===== src/rtl/nor_seq_pkg.sv =====
package nor_seq_pkg;
  typedef enum logic [3:0] {
    OP_READ      = 4'd0,
    OP_ID        = 4'd1,
    OP_PROG      = 4'd2,
    OP_SERASE    = 4'd3,
    OP_CERASE    = 4'd4,
    OP_RESET     = 4'd5,
    OP_BYP_ENTER = 4'd6,
    OP_BYP_PROG  = 4'd7,
    OP_BYP_EXIT  = 4'd8
  } op_e;

  typedef enum logic [1:0] {K_WR, K_RD, K_POLL, K_END} kind_e;
  typedef enum logic [1:0] {PH_IDLE, PH_SETUP, PH_PULSE, PH_HOLD} phase_e;
  typedef enum logic [1:0] {S_IDLE, S_ISSUE, S_WAIT} seq_state_e;

  localparam logic [7:0] C_UNL1   = 8'hAA;
  localparam logic [7:0] C_UNL2   = 8'h55;
  localparam logic [7:0] C_ID     = 8'h90;
  localparam logic [7:0] C_PROG   = 8'hA0;
  localparam logic [7:0] C_ERSET  = 8'h80;
  localparam logic [7:0] C_SECT   = 8'h30;
  localparam logic [7:0] C_CHIP   = 8'h10;
  localparam logic [7:0] C_BYP    = 8'h20;
  localparam logic [7:0] C_RESET  = 8'hF0;
  localparam logic [7:0] C_BYPX2  = 8'h00;
endpackage


===== src/rtl/nor_seq_steps.sv =====
module nor_seq_steps
  import nor_seq_pkg::*;
#(
  parameter int AW = 20,
  parameter int DW = 16
) (
  input  op_e             op_i,
  input  logic [2:0]      idx_i,
  input  logic            recov_i,
  input  logic [AW-1:0]   addr_i,
  input  logic [DW-1:0]   wdata_i,
  output kind_e           kind_o,
  output logic [AW-1:0]   addr_o,
  output logic [DW-1:0]   data_o,
  output logic            pol_o,
  output logic            usr_o
);
  localparam logic [AW-1:0] A_U1 = AW'(12'h555);
  localparam logic [AW-1:0] A_U2 = AW'(12'h2AA);

  function automatic logic [DW-1:0] cmd(input logic [7:0] b);
    return DW'(b);
  endfunction

  logic unl, ers;

  always_comb begin
    kind_o = K_END;
    addr_o = '0;
    data_o = '0;
    pol_o  = 1'b1;
    usr_o  = 1'b0;
    unl = op_i inside {OP_ID, OP_PROG, OP_SERASE, OP_CERASE, OP_BYP_ENTER};
    ers = op_i inside {OP_SERASE, OP_CERASE};
    if (recov_i) begin
      if (idx_i == 3'd0) begin
        kind_o = K_WR;
        data_o = cmd(C_RESET);
      end
    end else if (unl) begin
      case (idx_i)
        3'd0: begin kind_o = K_WR; addr_o = A_U1; data_o = cmd(C_UNL1); end
        3'd1: begin kind_o = K_WR; addr_o = A_U2; data_o = cmd(C_UNL2); end
        3'd2: begin
          kind_o = K_WR;
          addr_o = A_U1;
          case (op_i)
            OP_ID:        data_o = cmd(C_ID);
            OP_PROG:      data_o = cmd(C_PROG);
            OP_BYP_ENTER: data_o = cmd(C_BYP);
            default:      data_o = cmd(C_ERSET);
          endcase
        end
        3'd3: begin
          if (op_i == OP_ID) begin
            kind_o = K_RD;
            addr_o = AW'(addr_i[0]);
          end else if (op_i == OP_PROG) begin
            kind_o = K_WR; addr_o = addr_i; data_o = wdata_i; usr_o = 1'b1;
          end else if (ers) begin
            kind_o = K_WR; addr_o = A_U1; data_o = cmd(C_UNL1);
          end
        end
        3'd4: begin
          if (op_i == OP_ID) begin
            kind_o = K_WR; data_o = cmd(C_RESET);
          end else if (op_i == OP_PROG) begin
            kind_o = K_POLL; addr_o = addr_i; pol_o = wdata_i[7];
          end else if (ers) begin
            kind_o = K_WR; addr_o = A_U2; data_o = cmd(C_UNL2);
          end
        end
        3'd5: begin
          if (ers) begin
            kind_o = K_WR;
            addr_o = (op_i == OP_SERASE) ? addr_i : A_U1;
            data_o = (op_i == OP_SERASE) ? cmd(C_SECT) : cmd(C_CHIP);
          end
        end
        3'd6: begin
          if (ers) begin kind_o = K_POLL; addr_o = addr_i; end
        end
        default: ;
      endcase
    end else begin
      case (op_i)
        OP_READ:  if (idx_i == 3'd0) begin kind_o = K_RD; addr_o = addr_i; end
        OP_RESET: if (idx_i == 3'd0) begin kind_o = K_WR; data_o = cmd(C_RESET); end
        OP_BYP_PROG: begin
          if (idx_i == 3'd0) begin
            kind_o = K_WR; data_o = cmd(C_PROG);
          end else if (idx_i == 3'd1) begin
            kind_o = K_WR; addr_o = addr_i; data_o = wdata_i; usr_o = 1'b1;
          end else if (idx_i == 3'd2) begin
            kind_o = K_POLL; addr_o = addr_i; pol_o = wdata_i[7];
          end
        end
        OP_BYP_EXIT: begin
          if (idx_i == 3'd0) begin
            kind_o = K_WR; data_o = cmd(C_ID);
          end else if (idx_i == 3'd1) begin
            kind_o = K_WR; data_o = cmd(C_BYPX2);
          end
        end
        default: ;
      endcase
    end
  end
endmodule


===== src/rtl/nor_bus_cycle.sv =====
module nor_bus_cycle
  import nor_seq_pkg::*;
#(
  parameter int AW = 20,
  parameter int DW = 16,
  parameter int TW = 4
) (
  input  logic          clk_i,
  input  logic          rst_ni,
  input  logic          start_i,
  input  logic          rd_i,
  input  logic [AW-1:0] addr_i,
  input  logic [DW-1:0] data_i,
  input  logic [TW-1:0] setup_i,
  input  logic [TW-1:0] pulse_i,
  input  logic [TW-1:0] hold_i,
  output logic          done_o,
  output logic [DW-1:0] rdata_o,
  output logic [AW-1:0] f_addr_o,
  output logic [DW-1:0] f_dq_o,
  output logic          f_dq_oe_o,
  input  logic [DW-1:0] f_dq_i,
  output logic          f_ce_no,
  output logic          f_we_no,
  output logic          f_oe_no
);
  phase_e        ph_q;
  logic [TW-1:0] cnt_q;
  logic          rd_q;

  // a zero width still occupies one clock
  function automatic logic [TW-1:0] first(input logic [TW-1:0] v);
    return (v == '0) ? '0 : v - 1'b1;
  endfunction

  always_ff @(posedge clk_i or negedge rst_ni) begin
    if (!rst_ni) begin
      ph_q     <= PH_IDLE;
      cnt_q    <= '0;
      rd_q     <= 1'b0;
      f_addr_o <= '0;
      f_dq_o   <= '0;
      rdata_o  <= '0;
      done_o   <= 1'b0;
    end else begin
      done_o <= 1'b0;
      case (ph_q)
        PH_IDLE: if (start_i) begin
          ph_q     <= PH_SETUP;
          cnt_q    <= first(setup_i);
          rd_q     <= rd_i;
          f_addr_o <= addr_i;
          f_dq_o   <= rd_i ? '0 : data_i;
        end
        PH_SETUP: if (cnt_q == '0) begin
          ph_q  <= PH_PULSE;
          cnt_q <= first(pulse_i);
        end else cnt_q <= cnt_q - 1'b1;
        PH_PULSE: if (cnt_q == '0) begin
          ph_q  <= PH_HOLD;
          cnt_q <= first(hold_i);
          if (rd_q) rdata_o <= f_dq_i;
        end else cnt_q <= cnt_q - 1'b1;
        PH_HOLD: if (cnt_q == '0) begin
          ph_q   <= PH_IDLE;
          done_o <= 1'b1;
        end else cnt_q <= cnt_q - 1'b1;
        default: ph_q <= PH_IDLE;
      endcase
    end
  end

  assign f_ce_no   = (ph_q == PH_IDLE);
  assign f_we_no   = !((ph_q == PH_PULSE) && !rd_q);
  assign f_oe_no   = !((ph_q == PH_PULSE) && rd_q);
  assign f_dq_oe_o = (ph_q != PH_IDLE) && !rd_q;

  a_r9_strobe_excl: assert property (@(posedge clk_i) disable iff (!rst_ni)
    !(!f_we_no && !f_oe_no));
  a_r9_ce_leads_we: assert property (@(posedge clk_i) disable iff (!rst_ni)
    $fell(f_we_no) |-> $past(!f_ce_no));
  a_r9_addr_held: assert property (@(posedge clk_i) disable iff (!rst_ni)
    (!f_ce_no && $past(!f_ce_no)) |-> $stable(f_addr_o));
  a_r9_data_held: assert property (@(posedge clk_i) disable iff (!rst_ni)
    (f_dq_oe_o && $past(f_dq_oe_o)) |-> $stable(f_dq_o));
endmodule


===== src/rtl/nor_cmd_seq.sv =====
module nor_cmd_seq
  import nor_seq_pkg::*;
#(
  parameter int AW = 20,
  parameter int DW = 16,
  parameter int TW = 4
) (
  input  logic          clk_i,
  input  logic          rst_ni,
  input  logic          req_i,
  input  logic [3:0]    op_i,
  input  logic [AW-1:0] addr_i,
  input  logic [DW-1:0] wdata_i,
  input  logic [TW-1:0] setup_i,
  input  logic [TW-1:0] pulse_i,
  input  logic [TW-1:0] hold_i,
  output logic          ack_o,
  output logic          done_o,
  output logic          err_o,
  output logic [DW-1:0] rdata_o,
  output logic [AW-1:0] flash_addr_o,
  output logic [DW-1:0] flash_dq_o,
  output logic          flash_dq_oe_o,
  input  logic [DW-1:0] flash_dq_i,
  output logic          flash_ce_no,
  output logic          flash_we_no,
  output logic          flash_oe_no
);
  seq_state_e    st_q;
  op_e           op_q;
  logic [AW-1:0] addr_q;
  logic [DW-1:0] wdata_q;
  logic [2:0]    idx_q;
  logic          recov_q, err_q;

  kind_e         st_kind;
  logic [AW-1:0] st_addr;
  logic [DW-1:0] st_data;
  logic          st_pol, st_usr;
  logic          cyc_start, cyc_done;
  logic [DW-1:0] cyc_rdata;

  nor_seq_steps #(.AW(AW), .DW(DW)) u_steps (
    .op_i   (op_q),
    .idx_i  (idx_q),
    .recov_i(recov_q),
    .addr_i (addr_q),
    .wdata_i(wdata_q),
    .kind_o (st_kind),
    .addr_o (st_addr),
    .data_o (st_data),
    .pol_o  (st_pol),
    .usr_o  (st_usr)
  );

  assign cyc_start = (st_q == S_ISSUE) && (st_kind != K_END);

  nor_bus_cycle #(.AW(AW), .DW(DW), .TW(TW)) u_cycle (
    .clk_i    (clk_i),
    .rst_ni   (rst_ni),
    .start_i  (cyc_start),
    .rd_i     (st_kind != K_WR),
    .addr_i   (st_addr),
    .data_i   (st_data),
    .setup_i  (setup_i),
    .pulse_i  (pulse_i),
    .hold_i   (hold_i),
    .done_o   (cyc_done),
    .rdata_o  (cyc_rdata),
    .f_addr_o (flash_addr_o),
    .f_dq_o   (flash_dq_o),
    .f_dq_oe_o(flash_dq_oe_o),
    .f_dq_i   (flash_dq_i),
    .f_ce_no  (flash_ce_no),
    .f_we_no  (flash_we_no),
    .f_oe_no  (flash_oe_no)
  );

  always_ff @(posedge clk_i or negedge rst_ni) begin
    if (!rst_ni) begin
      st_q    <= S_IDLE;
      op_q    <= OP_READ;
      addr_q  <= '0;
      wdata_q <= '0;
      idx_q   <= '0;
      recov_q <= 1'b0;
      err_q   <= 1'b0;
      ack_o   <= 1'b0;
      done_o  <= 1'b0;
      err_o   <= 1'b0;
      rdata_o <= '0;
    end else begin
      ack_o  <= 1'b0;
      done_o <= 1'b0;
      err_o  <= 1'b0;
      case (st_q)
        S_IDLE: if (req_i) begin
          op_q    <= op_e'(op_i);
          addr_q  <= addr_i;
          wdata_q <= wdata_i;
          idx_q   <= '0;
          recov_q <= 1'b0;
          err_q   <= 1'b0;
          ack_o   <= 1'b1;
          st_q    <= S_ISSUE;
        end
        S_ISSUE: begin
          if (st_kind == K_END) begin
            done_o <= 1'b1;
            err_o  <= err_q;
            st_q   <= S_IDLE;
          end else st_q <= S_WAIT;
        end
        S_WAIT: if (cyc_done) begin
          st_q <= S_ISSUE;
          case (st_kind)
            K_RD: begin
              rdata_o <= cyc_rdata;
              idx_q   <= idx_q + 1'b1;
            end
            K_POLL: begin
              if (cyc_rdata[7] == st_pol) idx_q <= idx_q + 1'b1;
              else if (cyc_rdata[5]) begin
                recov_q <= 1'b1;
                err_q   <= 1'b1;
                idx_q   <= '0;
              end
            end
            default: idx_q <= idx_q + 1'b1;
          endcase
        end
        default: st_q <= S_IDLE;
      endcase
    end
  end

  a_r10_cmd_upper_zero: assert property (@(posedge clk_i) disable iff (!rst_ni)
    (st_q == S_WAIT && !st_usr && !flash_we_no) |-> (flash_dq_o[DW-1:8] == '0));
  a_r8_err_with_done: assert property (@(posedge clk_i) disable iff (!rst_ni)
    err_o |-> done_o);
  a_r11_ack_not_done: assert property (@(posedge clk_i) disable iff (!rst_ni)
    !(ack_o && done_o));
  a_r11_no_ack_busy: assert property (@(posedge clk_i) disable iff (!rst_ni)
    ack_o |=> !ack_o);
endmodule


===== config.mk =====
export PLATFORM = sky130hd
export DESIGN_NAME = nor_cmd_seq
export DESIGN_NICKNAME = d
export VERILOG_FILES = /design/src/rtl/nor_seq_pkg.sv /design/src/rtl/nor_seq_steps.sv /design/src/rtl/nor_bus_cycle.sv /design/src/rtl/nor_cmd_seq.sv
export SDC_FILE = /design/constraint.sdc
export NUM_CORES = 1
export LEC_CHECK = 0
export BUFFER_PORTS_ARGS = -buffer_cell sky130_fd_sc_hd__buf_2
export CAP_MARGIN = 20
export CELL_PAD_IN_SITES_DETAIL_PLACEMENT = 1
export CELL_PAD_IN_SITES_GLOBAL_PLACEMENT = 1
export CORE_ASPECT_RATIO = 1.5
export CORE_MARGIN = 5
export CORE_UTILIZATION = 45
export CTS_BUF_LIST = sky130_fd_sc_hd__clkbuf_16
export DETAILED_ROUTE_END_ITERATION = 12
export PLACE_DENSITY_LB_ADDON = 0.12
export RECOVER_POWER = 25
export SYNTH_ARGS = -nofsm -noshare
export SYNTH_HDL_FRONTEND = slang
export SYNTH_SLANG_ARGS = --single-unit

===== constraint.sdc =====
create_clock -name clk_i -period 8.7 [get_ports clk_i]
set_clock_uncertainty 0.15 [all_clocks]
set_input_delay 1.305 -clock clk_i [delete_from_list [all_inputs] [get_ports clk_i]]
set_output_delay 1.305 -clock clk_i [all_outputs]
set_load 0.03 [all_outputs]

==> results by group, run 1 <==
Clocking
  • Clock buffer depth: 2
  • CTS Buf Count: 17
  • Post-CTS Setup Inserts: 0
  • Post-CTS Resized: 0
  • Hold buffers post-CTS: 0
  • H-tree Lvls: 4
  • Worst-skew pair later-pin latency: 0.41 ns
  • Clk root buf: clkbuf_16
  • # clock sinks: 125
  • CTS tree: done
  • Worst-path clk slew: about 0.06 ns

Yosys
  • Synth top area share: 0.502
  • Synth area leader: dfrtp_1
  • Post-synthesis mux area share: 0.121
  • FF+latch count, synth: between 100 and 150
  • Post-synthesis compound-gate area fraction: 0.177
  • Seq/Total Area, Yosys: 0.502
  • Post-synthesis xor/xnor area fraction: 0.00562
  • Warnings from Yosys: 0
  • Cells after Synth: 571
  • Largest family of logic cells by synthesized area: compound AO/OA/AOI/OAI gates
  • Most common flop cell mapped by yosys: dfrtp_1
  • Post-synth EDFFs: 0
  • Synth cell count leaders: dfrtp_1 (125), mux2_2 (54), nand2_1 (52), nor2_1 (34), a21oi_1 (31)
  • Synthesized area: 6230 sq um
  • Post-synth cell types: 66
  • Async SR Flop Fraction: 1.00
  • Synth Area in Simple Gates: 0.124
  • Synth Area in Adders: 0.0301
  • Top-count cell post-synth: dfrtp_1
  • Top cells by area, synth: dfrtp_1 (50%), mux2_2 (9.8%), nand2_1 (3.1%), ha_1 (3.0%), o31ai_1 (3.0%)
  • Syn nets: 657
  • Avg Inst Size Synth: 10.9 sq um

Timing
  • Worst-Margin Slew: 2.63 ns
  • Unrepaired setup endpoints after global routing: false
  • Fmax: approximately 230 MHz
  • Period utilisation layout: 0.504
  • Hold Violations, Final: 0
  • Worst setup margin: around 4.3 ns
  • Final hold slack: 0.320 ns
  • Max-slew violations: between 100 and 150
  • Final setup TNS: 0 ns
  • Finish-stage setup viols: 0
  • Max-slew headroom: -0.751
  • Crit path time final: 4.39 ns

Floorplan
  • Die area: 16300 sq um
  • Die W: 106 microns
  • Die Y-Extent: between 150 and 200 microns
  • CORE AREA: 13500 sq um
  • Row count: 52
  • I/O pins: 130
  • Starting Density: 0.460

GRT
  • Total gr overflow: 0
  • Largest net degree at the start of global routing: 82
  • Initial antenna violation count: 1
  • Vias in the first global route: 5519
  • First-pass GRT wire length: 29.3 mm
  • All-Layer GR Usage: 0.228

Worst setup path
  • Critical path's largest stage delay: between 1.5 and 2 ns
  • Crit-path cells: clkbuf_1, clkbuf_1, buf_16
  • CP most frequent cell: clkbuf_1
  • WP data required: 9.13 ns
  • Worst setup path category: in2async
  • Slowest stage cell on the critical path: clkbuf_1
  • Worst EP arrival: about 4.8 ns
  • Worst Path Max Fanout: 52
  • Critical Path Sink Type: async pin
  • Startpoint types: primary input

Detailed routing
  • Residual DRC: 0
  • Vias per cell: 5.72
  • Initial DRC count: roughly 130
  • Vias: 4979
  • Antenna Nets Post-Route: 0
  • Drt first pass iters: 4
  • Total Wirelength: between 15 and 20 mm
  • Post-DR wirelength/cell: 21.0 microns

Cells and area
  • Multi-input logic area: between 2000 and 3000 sq um
  • Post-Layout Cell Count: approximately 870
  • Share of cells above drive strength 1: 0.332
  • Area added between synthesis and finish: 22.1%
  • Fill cells: between 1000 and 1500
  • Register area: 3130 sq um
  • Nets: 781

Job
  • Max cap viols: 3

Place
  • Port Buffers: 129
  • Post-DP HPWL: 13.1 mm
  • Dpl ws: 4.62 ns
  • Dpl cells: 837
  • GP Congestion: 0.882

Outcome
  • Failing checks: capacitance limit, slew limit
  • Status: finished, violations left

Pwr
  • LEAKAGE: 3.64 nW
  • Peak VDD IR: 0.193 mV
  • Tot Pwr: 2.82 mW
  • Total power density per cell area: 371 nW/um^2

Hold path
  • Hold Path Class: reg2reg
-- final timing paths --
kind | startpoint | to | slack (ns) | cells after the start
worst max-delay path | rst_ni | u_cycle.f_addr_o[13] | 4.31 | 3
worst min-delay path | u_cycle.f_addr_o[18] | u_cycle.f_addr_o[18] | 0.32 | 2
worst max register to register | idx_q[2] | u_cycle.f_dq_o[11] | 4.58 | 8
worst min register to register | u_cycle.f_addr_o[18] | u_cycle.f_addr_o[18] | 0.32 | 2
max in group clk_i | idx_q[2] | u_cycle.f_dq_o[11] | 4.58 | 8
min in group asynchronous | rst_ni | ack_o | 1.56 | 1
-- per-layer routing --
| metal | vias up | wire (microns) | global-route usage |
|---|---|---|---|
| met1 | 2496 | 6740 | 0.238 |
| met2 | 136 | 10100 | 0.428 |
| met4 | 0 | 549 | 0.0981 |
| li1 | 2317 | - | - |
| met5 | - | 0 | 0 |
| met3 | 30 | 913 | 0.0541 |
-- per-stage QoR --
stage,utilization,cell area (sq um)
final,0.562,7610
after global routing,0.562,7610
after CTS,0.561,7600
after detailed placement,0.516,6980
after global placement,0.516,6980
after floorplan,-,6230
-- where the power goes --
group | internal, mW | total [mW] | switching, mW | leakage, nW
sequential | 0.800 | 1.00 | 0.203 | 1.61
clock | 0.456 | 0.742 | 0.286 | 0.302
combinational | 0.424 | 1.08 | 0.653 | 1.72
total | 1.68 | 2.82 | 1.14 | 3.64
-- cells by family after synthesis --
group | after synthesis
adder cells (fa/ha/maj) | 15
buffers and inverters | 59
flip-flops | 125
AND/OR/NAND/NOR | 149
AO/OA/AOI/OAI | 152
XOR/XNOR | 4
multiplexers | 67
-- flip-flops by register name, indices dropped and copies added, names as in the netlist, 4 cells and up --
| register | count |
|---|---|
| u_cycle.rdata_o | 16 |
| u_cycle.f_dq_o | 16 |
| addr_q | 20 |
| rdata_o | 16 |
| u_cycle.cnt_q | 4 |
| u_cycle.f_addr_o | 20 |
| wdata_q | 16 |
| op_q | 4 |
-- worst max-delay path, delay by kind of cell --
| kind | cells | cell delay, ns |
|---|---|---|
| buffers and inverters | 3 | 3.45 |
-- cell type report --
| type | instances | share of cell area |
|---|---|---|
| Clock buffer | 17 | 0.0559 |
| Tap cell | 162 | 0.0266 |
| Timing Repair Buffer | 134 | 0.0908 |
| Clock inverter | 15 | 0.0247 |
| Antenna cell | 1 | 0.000329 |
| Inverter | 30 | 0.0148 |
| Multi-Input combinational cell | 387 | 0.376 |
| Sequential cell | 125 | 0.411 |
-- placed cells by master, fill, tap and decap left out, types with 15 or more instances in the layout --
master and count:
mux2_2 54, nand2_1 52, a21oi_1 31, buf_2 128, clkbuf_16 17, o21ai_0 27
nor2_1 34, a22o_1 16, ha_1 15, o31ai_1 25, dfrtp_1 125, inv_1 30
No activity file was read; power rests on OpenSTA's default activity.
==> inputs of run 2 (changes only) <==
CORE_UTILIZATION = 39   (was 45)
clock period = 3.6 ns   (was 8.7 ns; I/O delays follow)
==> run 2 against run 1 <==
The run now ends clean. Cell count increased by 6.8%. Via count about the same. Sequential power up 130%. Setup slack got worse by 3.9 ns. Global-route usage shrank 2.3 points. First-iteration DRC count rose by 25%. Critical endpoint is now u_cycle.f_addr_o[4].
==> results by group, run 2 (synthesis results as in run 1) <==
Pwr
  • Peak VDD IR: 0.471 mV (was 0.193 mV)
  • Total power density per cell area: 873 nW/um^2 (was 371 nW/um^2)
  • LEAKAGE: 3.73 nW (was 3.64 nW)

Worst setup path
  • Critical Path Sink Type: register (was async pin)
  • Critical path's largest stage delay: 0.62 ns (was 1.82 ns)
  • Worst Path Max Fanout: 9 (was 52)
  • Startpoint types: register (was primary input)
  • Worst reg2reg path endpoint: u_cycle.f_addr_o[4] (was u_cycle.f_dq_o[11])
  • CP bufs+invs: 1 (was 3)
  • WP data required: 3.72 ns (was 9.13 ns)
  • Worst EP arrival: 3.30 ns (was 4.82 ns)
  • Worst R2R Path Depth: 9 (was 8)
  • Slowest stage cell on the critical path: o21ai_0 (was clkbuf_1)
  • CP most frequent cell: nand2b_1 (was clkbuf_1)
  • Worst reg2reg path startpoint: idx_q[0] (was idx_q[2])
  • R2r setup slk: 0.42 ns (was 4.58 ns)
  • Worst setup path category: reg2reg (was in2async)
  • Crit path max-delay family: compound AO/OA/AOI/OAI gates (was buffers and inverters)
  • Crit-path cells: inv_1, ha_1, nand2b_1, and3_1, o221ai_1, nor2b_1, nand2b_1, o21ai_0, o31ai_1 (was clkbuf_1, clkbuf_1, buf_16)

Detailed routing
  • Vias per cell: 5.35 (was 5.72)
  • Met1 wire length: 7.19 mm (was 6.74 mm)
  • WL met3: 955 microns (was 913 microns)
  • Antenna Nets Post-Route: 0 (unchanged)
  • Initial DRC count: 166 (was 133)
  • Total Wirelength: 18.4 mm (was 18.3 mm)
  • Drt first pass iters: 4 (unchanged)
  • Post-DR wirelength/cell: 19.8 microns (was 21.0 microns)
  • Residual DRC: 0 (unchanged)
  • DR WL met2: 9.76 mm (was 10.1 mm)
  • Top layer in use: met4 (unchanged)
  • Vias: 4980 (was 4979)

Cells and area
  • Share of cells above drive strength 1: 0.358 (was 0.332)
  • Number of diodes: 0 (was 1)
  • Commonest cells after routing, fill and taps aside: buf_2 (128), dfrtp_1 (125), mux2_2 (54) (unchanged)
  • Largest registers: addr_q (20), u_cycle.f_addr_o (20) (unchanged)
  • Area added between synthesis and finish: 24.8% (was 22.1%)
  • Nets: 800 (was 781)
  • Post-Layout Cell Count: 930 (was 871)
  • Commonest non-fill, non-tap cell in the layout: buf_2 (unchanged)

Hold path
  • Hold Path Cell Cnt: 3 (was 2)
  • Min-delay src: addr_i[18] (was u_cycle.f_addr_o[18])
  • Hold Path Sink: addr_q[18] (was u_cycle.f_addr_o[18])
  • Hold Path Class: in2reg (was reg2reg)

Place
  • GP Congestion: 0.948 (was 0.882)
  • Post-DP HPWL: 14.1 mm (was 13.1 mm)
  • Dpl cells: 898 (was 837)
  • Port Buffers: 129 (unchanged)
  • Dpl ws: 0.388 ns (was 4.62 ns)

Clocking
  • # clock sinks: 125 (unchanged)
  • Worst-path clk slew: 0.07 ns (was 0.06 ns)
  • Post-CTS Resized: 0 (unchanged)
  • Hold buffers post-CTS: 0 (unchanged)
  • CTS tree: done (unchanged)
  • Post-CTS Setup Inserts: 0 (unchanged)
  • Clock buffer depth: 2 (unchanged)
  • Worst-skew pair later-pin latency: 0.42 ns (was 0.41 ns)
  • H-tree Lvls: 4 (unchanged)
  • Clk root buf: clkbuf_16 (unchanged)
  • CTS Buf Count: 17 (unchanged)

GRT
  • Initial antenna violation count: 0 (was 1)
  • All-Layer GR Usage: 0.204 (was 0.228)
  • First-pass GRT wire length: 29.8 mm (was 29.3 mm)
  • Largest net degree at the start of global routing: 57 (was 82)
  • Total gr overflow: 0 (unchanged)
  • Vias in the first global route: 5568 (was 5519)

Floorplan
  • Die Y-Extent: 165 microns (was 154 microns)
  • CORE AREA: 15700 sq um (was 13500 sq um)
  • Die area: 18700 sq um (was 16300 sq um)
  • Row count: 56 (was 52)
  • I/O pins: 130 (unchanged)
  • Die W: 113 microns (was 106 microns)
  • Starting Density: 0.397 (was 0.460)

Timing
  • Period utilisation layout: 0.883
  • Worst setup margin: 0.421 ns (was 4.31 ns)
  • Final setup TNS: 0 ns (unchanged)
  • Worst-Margin Slew: 1.41 ns (was 2.63 ns)
  • Max-slew violations: 0 (was 130)
  • Finish-stage setup viols: 0 (unchanged)
  • Hold Violations, Final: 0 (unchanged)
  • Max-slew headroom: 0.0611 (was -0.751)
  • Unrepaired setup endpoints after global routing: false (unchanged)
  • Fmax: 315 MHz
  • Crit path time final: roughly 3.2 ns

Job
  • Max cap viols: 0 (was 3)

Outcome
  • Status: completed (was finished, violations left)
==> run 2: cell types whose count changed in the layout (fill, tap and decap cells not counted), moves of 2 or more <==
| cell | change |
|---|---|
| clkbuf_2 | +2 |
| clkinv_8 | +2 |
| clkbuf_1 | -4 |
| clkinv_4 | -4 |
| bufinv_16 | -3 |
| buf_4 | +21 |
| inv_6 | +2 |
| inv_8 | +5 |
==> run 2: worst reg2reg max path, cell delays in order, from the launching register on <==
cell      delay, ns
dfrtp_1        0.43
inv_1          0.13
ha_1           0.35
nand2b_1       0.29
and3_1         0.26
o221ai_1       0.26
nor2b_1        0.25
nand2b_1       0.12
o21ai_0        0.62
o31ai_1        0.17
==> run 2: power breakdown <==
part	internal [mW]	leakage, nW	switching (mW)	total (mW)
sequential	1.93	1.61	0.388	2.32
clock	0.932	0.287	0.755	1.69
combinational	1.11	1.83	1.67	2.78
==> run 2: worst max-delay path by stage <==
stage / cells after the start / from / slack [ns] / to
floorplan: 9 / idx_q[2] / 0.80 / idx_q[0]
global placement: 8 / idx_q[0] / 0.47 / idx_q[0]
detailed placement: 9 / idx_q[0] / 0.39 / u_cycle.f_addr_o[4]
CTS: 9 / idx_q[0] / 0.39 / u_cycle.f_addr_o[6]
global route: 9 / idx_q[0] / 0.22 / u_cycle.f_addr_o[6]
finish: 9 / idx_q[0] / 0.42 / u_cycle.f_addr_o[4]
==> run 2: cell type report <==
type | count | area [sq um]
fillers | 1782 | 7920
flip-flops and latches | 125 | 3130
multi-input cells | 387 | 2860
repair buffers | 153 | 836
clock buffers | 17 | 425
well taps | 203 | 254
clock inverters | 15 | 160
inverters | 30 | 113
==> run 2: layer usage <==
| metal | global-route usage | vias to the layer above |
|---|---|---|
| li1 | - | 2345 |
| met1 | 0.226 | 2474 |
| met2 | 0.373 | 129 |
| met3 | 0.0532 | 32 |
| met4 | 0.0765 | 0 |
| met5 | 0 | - |
==> run 2: through the flow <==
step	total power, mW	hold slack (ns)	area (sq um)	utilization
floorplan	4.23	0.0944	6230	-
global placement	5.05	0.306	7210	0.459
detailed placement	5.15	0.313	7210	0.459
CTS	6.89	0.0435	7790	0.497
global route	7.25	0.173	7780	0.496
finish	6.79	0.177	7780	0.496
==> inputs of run 3 (changes only) <==
ABC_AREA = 1   (was default)
CORE_UTILIZATION = 36   (was 39)
==> run 3 against run 2 <==
The flow now finishes with violations (capacitance limit, slew limit). Synthesized cell count is 42% higher. Die area increased by 9.8%. Non-clock buffer count shrank 15.
==> results by group, run 3 <==
Outcome
  • Status: finished, violations left (was completed)
  • Failing checks: capacitance limit, slew limit

Clocking
  • Post-CTS Resized: 0 (unchanged)
  • Clock buffer depth: 2 (unchanged)
  • Post-CTS Setup Inserts: 0 (unchanged)
  • Clk root buf: clkbuf_16 (unchanged)
  • Hold buffers post-CTS: 0 (unchanged)
  • Worst-skew pair later-pin latency: 0.41 ns (was 0.42 ns)
  • Worst-path clk slew: 0.06 ns (was 0.07 ns)
  • CTS tree: done (unchanged)
  • # clock sinks: 125 (unchanged)
  • H-tree Lvls: 4 (unchanged)
  • CTS Buf Count: 17 (unchanged)

Floorplan
  • Die Y-Extent: 173 microns (was 165 microns)
  • CORE AREA: 17300 sq um (was 15700 sq um)
  • Die W: 119 microns (was 113 microns)
  • Die area: 20500 sq um (was 18700 sq um)
  • Starting Density: 0.367 (was 0.397)
  • I/O pins: 130 (unchanged)
  • Row count: 59 (was 56)

Yosys
  • Syn nets: 898 (was 657)
  • Synthesized area: 6360 sq um (was 6230 sq um)
  • Post-synth cell types: 39 (was 66)
  • Seq/Total Area, Yosys: 0.492 (was 0.502)
  • Most common flop cell mapped by yosys: dfrtp_1 (unchanged)
  • Avg Inst Size Synth: 7.83 sq um (was 10.9 sq um)
  • Synth area leader: dfrtp_1 (unchanged)
  • Top-count cell post-synth: nand2_1 (was dfrtp_1)
  • Synth cell count leaders: nand2_1 (300), dfrtp_1 (125), inv_1 (67), o21ai_0 (60), nor2_1 (59) (was dfrtp_1 (125), mux2_2 (54), nand2_1 (52), nor2_1 (34), a21oi_1 (31))
  • Top cells by area, synth: dfrtp_1 (49%), nand2_1 (18%), o21ai_0 (4.7%), nand3_1 (4.5%), inv_1 (4.0%) (was dfrtp_1 (50%), mux2_2 (9.8%), nand2_1 (3.1%), ha_1 (3.0%), o31ai_1 (3.0%))
  • Synth top area share: 0.492 (was 0.502)
  • Warnings from Yosys: 0 (unchanged)
  • Post-synth EDFFs: 0 (unchanged)
  • FF+latch count, synth: 125 (unchanged)
  • Cells after Synth: 812 (was 571)
  • Async SR Flop Fraction: 1.00 (unchanged)

Detailed routing
  • Total Wirelength: 20.4 mm (was 18.4 mm)
  • Initial DRC count: 218 (was 166)
  • Antenna Nets Post-Route: 0 (unchanged)
  • Residual DRC: 0 (unchanged)
  • Drt first pass iters: 4 (unchanged)
  • Post-DR wirelength/cell: 17.4 microns (was 19.8 microns)
  • Vias: 5937 (was 4980)
  • Vias per cell: 5.07 (was 5.35)

Cells and area
  • Share of cells above drive strength 1: 0.214 (was 0.358)
  • Register area: 3130 sq um (unchanged)
  • Multi-input logic area: 2840 sq um (was 2860 sq um)
  • Nets: 1032 (was 800)
  • Area added between synthesis and finish: 22.7% (was 24.8%)
  • Commonest non-fill, non-tap cell in the layout: nand2_1 (was buf_2)
  • Number of diodes: 0 (unchanged)
  • Largest registers: addr_q (20), u_cycle.f_addr_o (20) (unchanged)
  • Fill cells: 2174 (was 1782)
  • Commonest cells after routing, fill and taps aside: nand2_1 (300), buf_2 (128), dfrtp_1 (125) (was buf_2 (128), dfrtp_1 (125), mux2_2 (54))

Timing
  • Unrepaired setup endpoints after global routing: false (unchanged)
  • Crit path time final: 3.06 ns (was 3.18 ns)
  • Fmax: 327 MHz (was 315 MHz)
  • Worst-Margin Slew: 2.09 ns (was 1.41 ns)
  • Finish-stage setup viols: 0 (unchanged)
  • Final hold slack: 0.176 ns (was 0.177 ns)
  • Hold Violations, Final: 0 (unchanged)
  • Final setup TNS: 0 ns (unchanged)
  • Max-slew violations: 81 (was 0)
  • Max-slew headroom: -0.391 (was 0.0611)
  • Period utilisation layout: 0.849 (was 0.883)

GRT
  • Vias in the first global route: 6543 (was 5568)
  • Top Usage Layer GRT: met2 (unchanged)
  • Met3 GRT Util: 0.0379 (was 0.0532)
  • First-pass GRT wire length: 33.4 mm (was 29.8 mm)
  • All-Layer GR Usage: 0.201 (was 0.204)
  • Total gr overflow: 0 (unchanged)
  • GR Util met1: 0.217 (was 0.226)
  • GRT met2 Usage: 0.387 (was 0.373)
  • Largest net degree at the start of global routing: 82 (was 57)
  • Initial antenna violation count: 0 (unchanged)

Pwr
  • Tot Pwr: 7.28 mW (was 6.79 mW)
  • Peak VDD IR: 0.453 mV (was 0.471 mV)
  • LEAKAGE: 4.23 nW (was 3.73 nW)
  • Total power density per cell area: 933 nW/um^2 (was 873 nW/um^2)

Worst setup path
  • Worst EP arrival: 3.26 ns (was 3.30 ns)
  • Worst Path Max Fanout: 16 (was 9)
  • Worst setup path category: reg2reg (unchanged)
  • Startpoint types: register (unchanged)
  • Critical Path Sink Type: register (unchanged)
  • WP data required: 3.80 ns (was 3.72 ns)

Place
  • Port Buffers: 129 (unchanged)
  • Post-DP HPWL: 15.5 mm (was 14.1 mm)
  • GP Congestion: 0.912 (was 0.948)

Hold path
  • Hold Path Class: in2reg (unchanged)

Job
  • Max cap viols: 1 (was 0)
==> run 3: cell count changes after synthesis, sizes merged, moves of 28 or more <==
cell / change
nand3: +58
nor2: +32
inv: +44
o31ai: -28
mux2: -51
nand2: +253
o21ai: +38
==> run 3: final timing paths <==
check / from / endpoint / slack [ns] / cells after the start
min in group asynchronous: rst_ni / op_q[0] / 0.54 / 1
worst min-delay path: addr_i[17] / addr_q[17] / 0.18 / 3
worst min register to register: rdata_o[14] / rdata_o[14] / 0.32 / 2
worst max register to register: idx_q[0] / u_cycle.f_dq_o[2] / 0.54 / 16
worst max-delay path: idx_q[0] / u_cycle.f_dq_o[2] / 0.54 / 16
max in group asynchronous: rst_ni / rdata_o[5] / 1.50 / 1
==> run 3: critical path: stages, from the launching register on <==
cell and delay, ns:
dfrtp_1 0.41, inv_1 0.14, ha_1 0.25, o21ai_0 0.26
nand2_1 0.15, nand2_1 0.06, nor2_1 0.08, nand2_1 0.07
nand2_1 0.08, inv_1 0.06, nand2_1 0.05, nand2_1 0.10
inv_2 0.29, nand2_1 0.15, nor2_2 0.45, nand3_1 0.16
nand2_1 0.09
==> run 3: metrics by stage <==
step	cells	utilization	area, sq um	setup slack, ns
global placement	1140	0.418	7240	0.721
detailed placement	1140	0.418	7240	0.529
CTS	1170	0.450	7810	0.496
global route	1170	0.450	7800	0.182
finish	1170	0.450	7800	0.544
floorplan	812	-	6360	1.28
==> run 3: per-layer routing <==
metal	up-vias	part of all wire	wire length (microns)
li1	2875	-	-
met1	2902	0.39	7910
met2	125	0.56	11300
met3	35	0.034	684
met4	0	0.022	452
met5	-	0	0
==> run 3: cells by family (layout without fill, tap and decap cells) <==
| family | Yosys count | after routing | synth area share |
|---|---|---|---|
| adders and majority gates | 15 | 15 | 0.0295 |
| and+or+nand+nor | 441 | 441 | 0.287 |
| DFF | 125 | 125 | 0.492 |
| AOI/OAI and AO/OA | 117 | 117 | 0.100 |
| muxes | 14 | 14 | 0.0248 |
| buffers and inverters | 96 | 241 | 0.0612 |
| xor gates and xnor gates | 4 | 4 | 0.00551 |
==> run 3: cell type report <==
type	instances	share of cell area
Sequential cell	125	0.401
Multi-Input combinational cell	591	0.364
Timing Repair Buffer	138	0.0930
Clock buffer	17	0.0545
Inverter	73	0.0351
Tap cell	213	0.0341
Clock inverter	13	0.0181
==> run 3: where the power goes <==
part / leakage, nW / switching [mW] / internal [mW]
clock network: 0.274 / 0.659 / 1.02
logic: 2.34 / 2.35 / 1.01
registers: 1.61 / 0.337 / 1.91
